$ cat src/rtl/odiv_pkg.sv
package odiv_pkg;
    // Width of the free-running frame counter for a given code width:
    // a code of CODE_W bits selects ratios up to 2**(2**CODE_W - 1),
    // and the half-rate output needs one more counter bit.
    function automatic int frame_width(input int code_w);
        return 1 << code_w;
    endfunction
endpackage

$ cat src/rtl/odiv_frame_ctr.sv
module odiv_frame_ctr #(
    parameter int CODE_W = 2,
    localparam int CNT_W = odiv_pkg::frame_width(CODE_W)
) (
    input  logic              clk_i,
    input  logic              rst_i,
    input  logic [CODE_W-1:0] code_i,
    output logic [CNT_W-1:0]  cnt_o,
    output logic [CODE_W-1:0] sel_o
);
    typedef struct packed {
        logic [CNT_W-1:0]  cnt;
        logic [CODE_W-1:0] sel;
    } ctr_state_t;

    ctr_state_t st_d, st_q;

    always_comb begin
        st_d = st_q;
        if (rst_i) begin
            st_d.cnt = '0;
            st_d.sel = code_i;
        end else begin
            st_d.cnt = st_q.cnt + CNT_W'(1);
            if (&st_q.cnt) begin
                st_d.sel = code_i;
            end
        end
    end

    always_ff @(posedge clk_i) begin
        st_q <= st_d;
    end

    assign cnt_o = st_q.cnt;
    assign sel_o = st_q.sel;

    // reset leaves the counter cleared
    a_r1_reset_clear: assert property (@(posedge clk_i)
        rst_i |=> (cnt_o == '0));

    // counter advances by one on every running edge
    a_r5_count_step: assert property (@(posedge clk_i) disable iff (rst_i)
        1'b1 |=> (cnt_o == $past(cnt_o) + CNT_W'(1)));

    // captured code moves only at the frame wrap
    a_r6_sel_hold: assert property (@(posedge clk_i) disable iff (rst_i)
        !(&cnt_o) |=> $stable(sel_o));
endmodule

$ cat src/rtl/odiv_tap_mux.sv
module odiv_tap_mux #(
    parameter int CODE_W = 2,
    parameter int OFFSET = 0,
    localparam int CNT_W = odiv_pkg::frame_width(CODE_W),
    localparam int IDX_W = CODE_W + 1
) (
    input  logic              clk_i,
    input  logic [CNT_W-1:0]  cnt_i,
    input  logic [CODE_W-1:0] sel_i,
    output logic              tap_o
);
    // Tap 0 is the undivided clock, tap i+1 is counter bit i.
    logic [CNT_W:0] taps;
    logic [IDX_W-1:0] idx;

    assign taps[0] = clk_i;
    for (genvar i = 0; i < CNT_W; i++) begin : g_tap
        assign taps[i+1] = cnt_i[i];
    end

    assign idx   = {1'b0, sel_i} + IDX_W'(OFFSET);
    assign tap_o = taps[idx];
endmodule

$ cat src/rtl/odiv_out_pair.sv
module odiv_out_pair (
    input  logic rst_i,
    input  logic tap_i,
    output logic true_o,
    output logic inv_o
);
    always_comb begin
        true_o = tap_i & ~rst_i;
        inv_o  = ~true_o;
    end
endmodule

$ cat src/rtl/odiv_pair.sv
module odiv_pair #(
    parameter int CODE_W = 2,
    localparam int CNT_W = odiv_pkg::frame_width(CODE_W)
) (
    input  logic              vco_clk,
    input  logic              mreset,
    input  logic [CODE_W-1:0] div_code,
    output logic              prim_p,
    output logic              prim_n,
    output logic              half_p,
    output logic              half_n
);
    logic [CNT_W-1:0]  cnt;
    logic [CODE_W-1:0] sel;
    logic [1:0]        tap;
    logic [1:0]        out_t;
    logic [1:0]        out_i;

    odiv_frame_ctr #(.CODE_W(CODE_W)) u_ctr (
        .clk_i (vco_clk),
        .rst_i (mreset),
        .code_i(div_code),
        .cnt_o (cnt),
        .sel_o (sel)
    );

    // Output 0 is primary, output 1 is half-rate (one tap further up).
    for (genvar g = 0; g < 2; g++) begin : g_out
        odiv_tap_mux #(.CODE_W(CODE_W), .OFFSET(g)) u_mux (
            .clk_i(vco_clk),
            .cnt_i(cnt),
            .sel_i(sel),
            .tap_o(tap[g])
        );
        odiv_out_pair u_drv (
            .rst_i (mreset),
            .tap_i (tap[g]),
            .true_o(out_t[g]),
            .inv_o (out_i[g])
        );
    end

    assign prim_p = out_t[0];
    assign prim_n = out_i[0];
    assign half_p = out_t[1];
    assign half_n = out_i[1];

    // for ratios of 2 and up, the half output toggles exactly when the primary falls
    a_r3_half_follows: assert property (@(posedge vco_clk) disable iff (mreset)
        (sel != '0 && sel == $past(sel)) |-> ($fell(prim_p) == !$stable(half_p)));
endmodule

$ cat config.mk
export PLATFORM = sky130hd
export DESIGN_NAME = odiv_pair
export DESIGN_NICKNAME = d
export VERILOG_FILES = /design/src/rtl/odiv_pkg.sv /design/src/rtl/odiv_frame_ctr.sv /design/src/rtl/odiv_tap_mux.sv /design/src/rtl/odiv_out_pair.sv /design/src/rtl/odiv_pair.sv
export SDC_FILE = /design/constraint.sdc
export NUM_CORES = 1
export LEC_CHECK = 0
export ABC_AREA = 1
export BUFFER_PORTS_ARGS = -buffer_cell sky130_fd_sc_hd__clkbuf_2
export CAP_MARGIN = 30
export CELL_PAD_IN_SITES_DETAIL_PLACEMENT = 2
export CELL_PAD_IN_SITES_GLOBAL_PLACEMENT = 2
export CORE_AREA = 2 2 39 41
export CTS_CLUSTER_DIAMETER = 200
export DETAILED_ROUTE_END_ITERATION = 6
export DIE_AREA = 0 0 41 43
export GPL_ROUTABILITY_DRIVEN = 0
export PLACE_DENSITY = 0.83
export SLEW_MARGIN = 20
export SYNTH_ARGS = -nofsm -noshare
export SYNTH_HDL_FRONTEND = slang
export SYNTH_SLANG_ARGS = --single-unit
$ cat constraint.sdc
create_clock -name vco_clk -period 3.4 [get_ports vco_clk]
set_clock_uncertainty 0.2 [all_clocks]
set_input_delay 0.17 -clock vco_clk [delete_from_list [all_inputs] [get_ports vco_clk]]
set_output_delay 0.17 -clock vco_clk [all_outputs]
set_load 0.01 [all_outputs]
Yosys cells after proc, flatten, opt, wreduce, memory -nomap -nowiden
Cells that the tools add are included.

Register bits after elaboration: 6. Input port bits: 4. Output and inout bits: 4. Word-level logic and storage cells: 19.

Add/subtract/negate cells: 2. Order comparisons: 2. Mux-type cells: 6. Bitwise gates (word level): 5. Reductions and logical operators: 2.

Operator list (number): adder 4 x 1 -> 4 bit, second input constant (1); less-than comparator 2 x 4 -> 1 bit, second input constant (1); less-than comparator 3 x 4 -> 1 bit, second input constant (1); 2-to-1 mux 2 bit (2); AND reduction 4 bit (1); adder 2 x 1 -> 3 bit, second input constant (1); binary-select mux 1 bit (select 3 bit) (1); NOT 1 bit (3); AND 1 bit (2); binary-select mux 1 bit (select 2 bit) (1); 2-to-1 mux 1 bit (2); nonzero test 2 bit (1).

Logic depth before layout (Yosys ltp)
Depth after elaboration: 5. Depth in mapped cells: 8. Gate-level depth less buffers: 7.

Modules after synthesis
From an unflattened synthesis, not the netlist that was laid out.

Cell total of the unflattened synthesis: 61. Area, all modules: 379.1 µm².

By module, submodules not included: odiv_frame_ctr (instances 1, cells each 22, area each 211.5 µm², sequential area each 140.1 µm²); odiv_tap_mux at g_out[1].u_mux (instances 1, cells each 18, area each 81.3 µm², sequential area each 0.0 µm²); odiv_tap_mux at g_out[0].u_mux (instances 1, cells each 13, area each 51.3 µm², sequential area each 0.0 µm²); odiv_out_pair (instances 2, cells each 4, area each 17.5 µm², sequential area each 0.0 µm²).

==> qor.csv <==
stage,metric,value,unit
critical_path,crit_path_max_incr_delay,0.15,ns
clocking,cts_tree,yes,
critical_path,startpoint_type,clock port,
global_routing,grt_pass1_vias,462,
clocking,worstSkewPairLatency,0.36,ns
timing,rsz0062_at_grt,no,
floorplan,die-area,1760,sq um
logic_synthesis,yosys_register_bits,6,
layout,final_core_util,34.4,%
placement,place_inst,69,
global_routing,grt_use_total,16.0,%
placement,portBuffers,7,
timing,hold_viol,0,
global_routing,grt_antenna_before_repair,0,
drt,drc_errors,0,
drt,wl,1100,microns
timing,fin_hold_ws,0.245,ns
logic_synthesis,syn_avg_cell_area,7.48,sq um
layout,area.growth.synth_to_final,35.2,%
global_routing,gr-total-overflow,0,
logic_synthesis,yosysSeqAreaShare,39.9,%
critical_path,path_buf_inv,5,
critical_path,cp.arrival,2.64,ns
timing,setup_viol,0,
floorplan,start_util,25.4,%
floorplan,die_w,41,microns
clocking,cts-resized-gates,0,
logic_synthesis,synth_area,352,sq um
critical_path,critPathTopFamily,buffers and inverters,
layout,drive_gt1_share,30.2,%
min_path,hold_path.class,register to register,
critical_path,crit_path_top_delay_cell,clkbuf_4,
drt,drtPass1Iterations,3,
pwr,ir_drop,169,uV
floorplan,pin_count,8,
drt,dr_total_vias,380,
timing,timing.final.max_slew_violations,0,
layout,final_cells,79,
pwr,powerDensity,564,nW/um^2
layout,fin_nets,70,
logic_synthesis,syn_nets,53,
flow_run,drv_cap,0,
critical_path,cp.required,3.03,ns
drt,dr.first_iter.drc_count,5,
critical_path,crit_chain,clkbuf_4 > clkbuf_4 > clkbuf_4 > inv_1 > nand2_1 > nand3_1 > nand2_1 > nand2_2 > nand2_1 > nand2_1 > clkbuf_2,
placement,hpwl,751,microns
logic_synthesis,netlist.area_leader.share,22.8,%
critical_path,cp_max_fo,4,
layout,n_antenna_cell,0,
critical_path,cpMostUsedCell,nand2_1,
floorplan,rows,14,
logic_synthesis,synthCells,47,
logic_synthesis,synth_top_area_cell,dfxtp_1,
logic_synthesis,synth_area_leaders,"dfxtp_1 (23%), edfxtp_1 (17%), inv_1 (11%)",
logic_synthesis,synth_cell_types,16,
drt,ant_nets,0,
floorplan,core-area,1380,sq um
global_routing,grt_pass1_wl,1700,microns
floorplan,die_height,43,microns
drt,wl_per_cell,13.9,microns
timing,slew_headroom,77.7,%
critical_path,cp-end-kind,output port,
pwr,power,0.000268,W
critical_path,path_class,clock port to output port,
clocking,clk_pin_slew_worst_paths,0.05,ns
global_routing,grt_max_degree,10,
pwr,leakage,0.234,nW
timing,tightestPinTransition,0.331,ns
drt,vias_per_cell,4.81,
run_status,outcome,"complete, no violations",
logic_synthesis,ys_warn_count,0,
timing,setup-tns-final,0,ns
[routing by layer]
metal | GRT usage, % | share of wire (%) | vias to the layer above
met4 | 26.0 | 5.5 | 0
met3 | 6.28 | 2.3 | 6
met2 | 20.6 | 51 | 11
li1 | - | - | 179
met5 | 0 | 0 | -
met1 | 13.6 | 41 | 184
[layout make-up]
type	instances	area, sq um
clock buffers	11	70.1
well taps	16	20.0
clock inverters	2	7.51
flip-flops and latches	6	140
fillers	159	908
multi-input cells	29	159
inverters	9	33.8
repair buffers	6	45.0
[kinds of logic after synthesis]
family / after synthesis / synth area share, %
AND/OR/NAND/NOR: 19 / 22.8
buffers and inverters: 12 / 14.9
AO/OA/AOI/OAI: 8 / 15.3
adder cells (fa/ha/maj): 2 / 7.12
flip-flops: 6 / 39.9
[cell usage in the layout (no fill, tap or decap)]
master and count:
dfxtp_1 4, clkbuf_4 6, dlygate4sd3_1 3, o21ai_0 2, nand3_1 3, clkbuf_2 8, inv_2 1, o21ai_1 1
ha_1 2, nand2_1 10, a21oi_1 1, nand2_2 1, a21oi_2 3, nor2_1 4, edfxtp_1 2, nand4_1 1
inv_1 10, o211ai_1 1
[path summary, 6_finish.rpt]
path,start,to,slack [ns],cells past startpoint
max reg2reg,u_ctr.cnt_o[1]$_SDFF_PP0_,u_ctr.sel_o[1]$_DFFE_PP_,1.92,3
min reg2reg,u_ctr.cnt_o[0]$_SDFF_PP0_,u_ctr.cnt_o[0]$_SDFF_PP0_,0.24,1
min,u_ctr.cnt_o[0]$_SDFF_PP0_,u_ctr.cnt_o[0]$_SDFF_PP0_,0.24,1
max,vco_clk,half_n,0.39,11
[report_power, final]
part           internal (W)  switching [W]
registers         0.0000787     0.00000580
clock network     0.0000995      0.0000626
logic            0.00000930      0.0000123
total              0.000188      0.0000807
[cell usage after synthesis]
cell type / instances
inv_1: 10
nand2_1: 10
dfxtp_1: 4
nor2_1: 4
a21oi_2: 3
nand3_1: 3
edfxtp_1: 2
ha_1: 2
o21ai_0: 2
a21oi_1: 1
buf_6: 1
inv_2: 1
nand2_2: 1
nand4_1: 1
o211ai_1: 1
o21ai_1: 1
[sequential cells by signal, summed over array words and instances (netlist names)]
name	count
u_ctr.sel_o	2
u_ctr.cnt_o	4
[per-stage QoR]
| stage | worst slack [ns] | area (sq um) |
|---|---|---|
| after global placement | 0.855 | 395 |
| final | 0.385 | 475 |
| after CTS | 0.369 | 475 |
| after floorplan | 0.940 | 352 |
| after detailed placement | 0.852 | 395 |
| after global routing | 0.270 | 475 |
[timing repair]
item	CTS	global route
hold buffers	3	0
buffers inserted	0	0
endpoints found under the hold margin	4	0
Power figures use the tool's default switching activity.
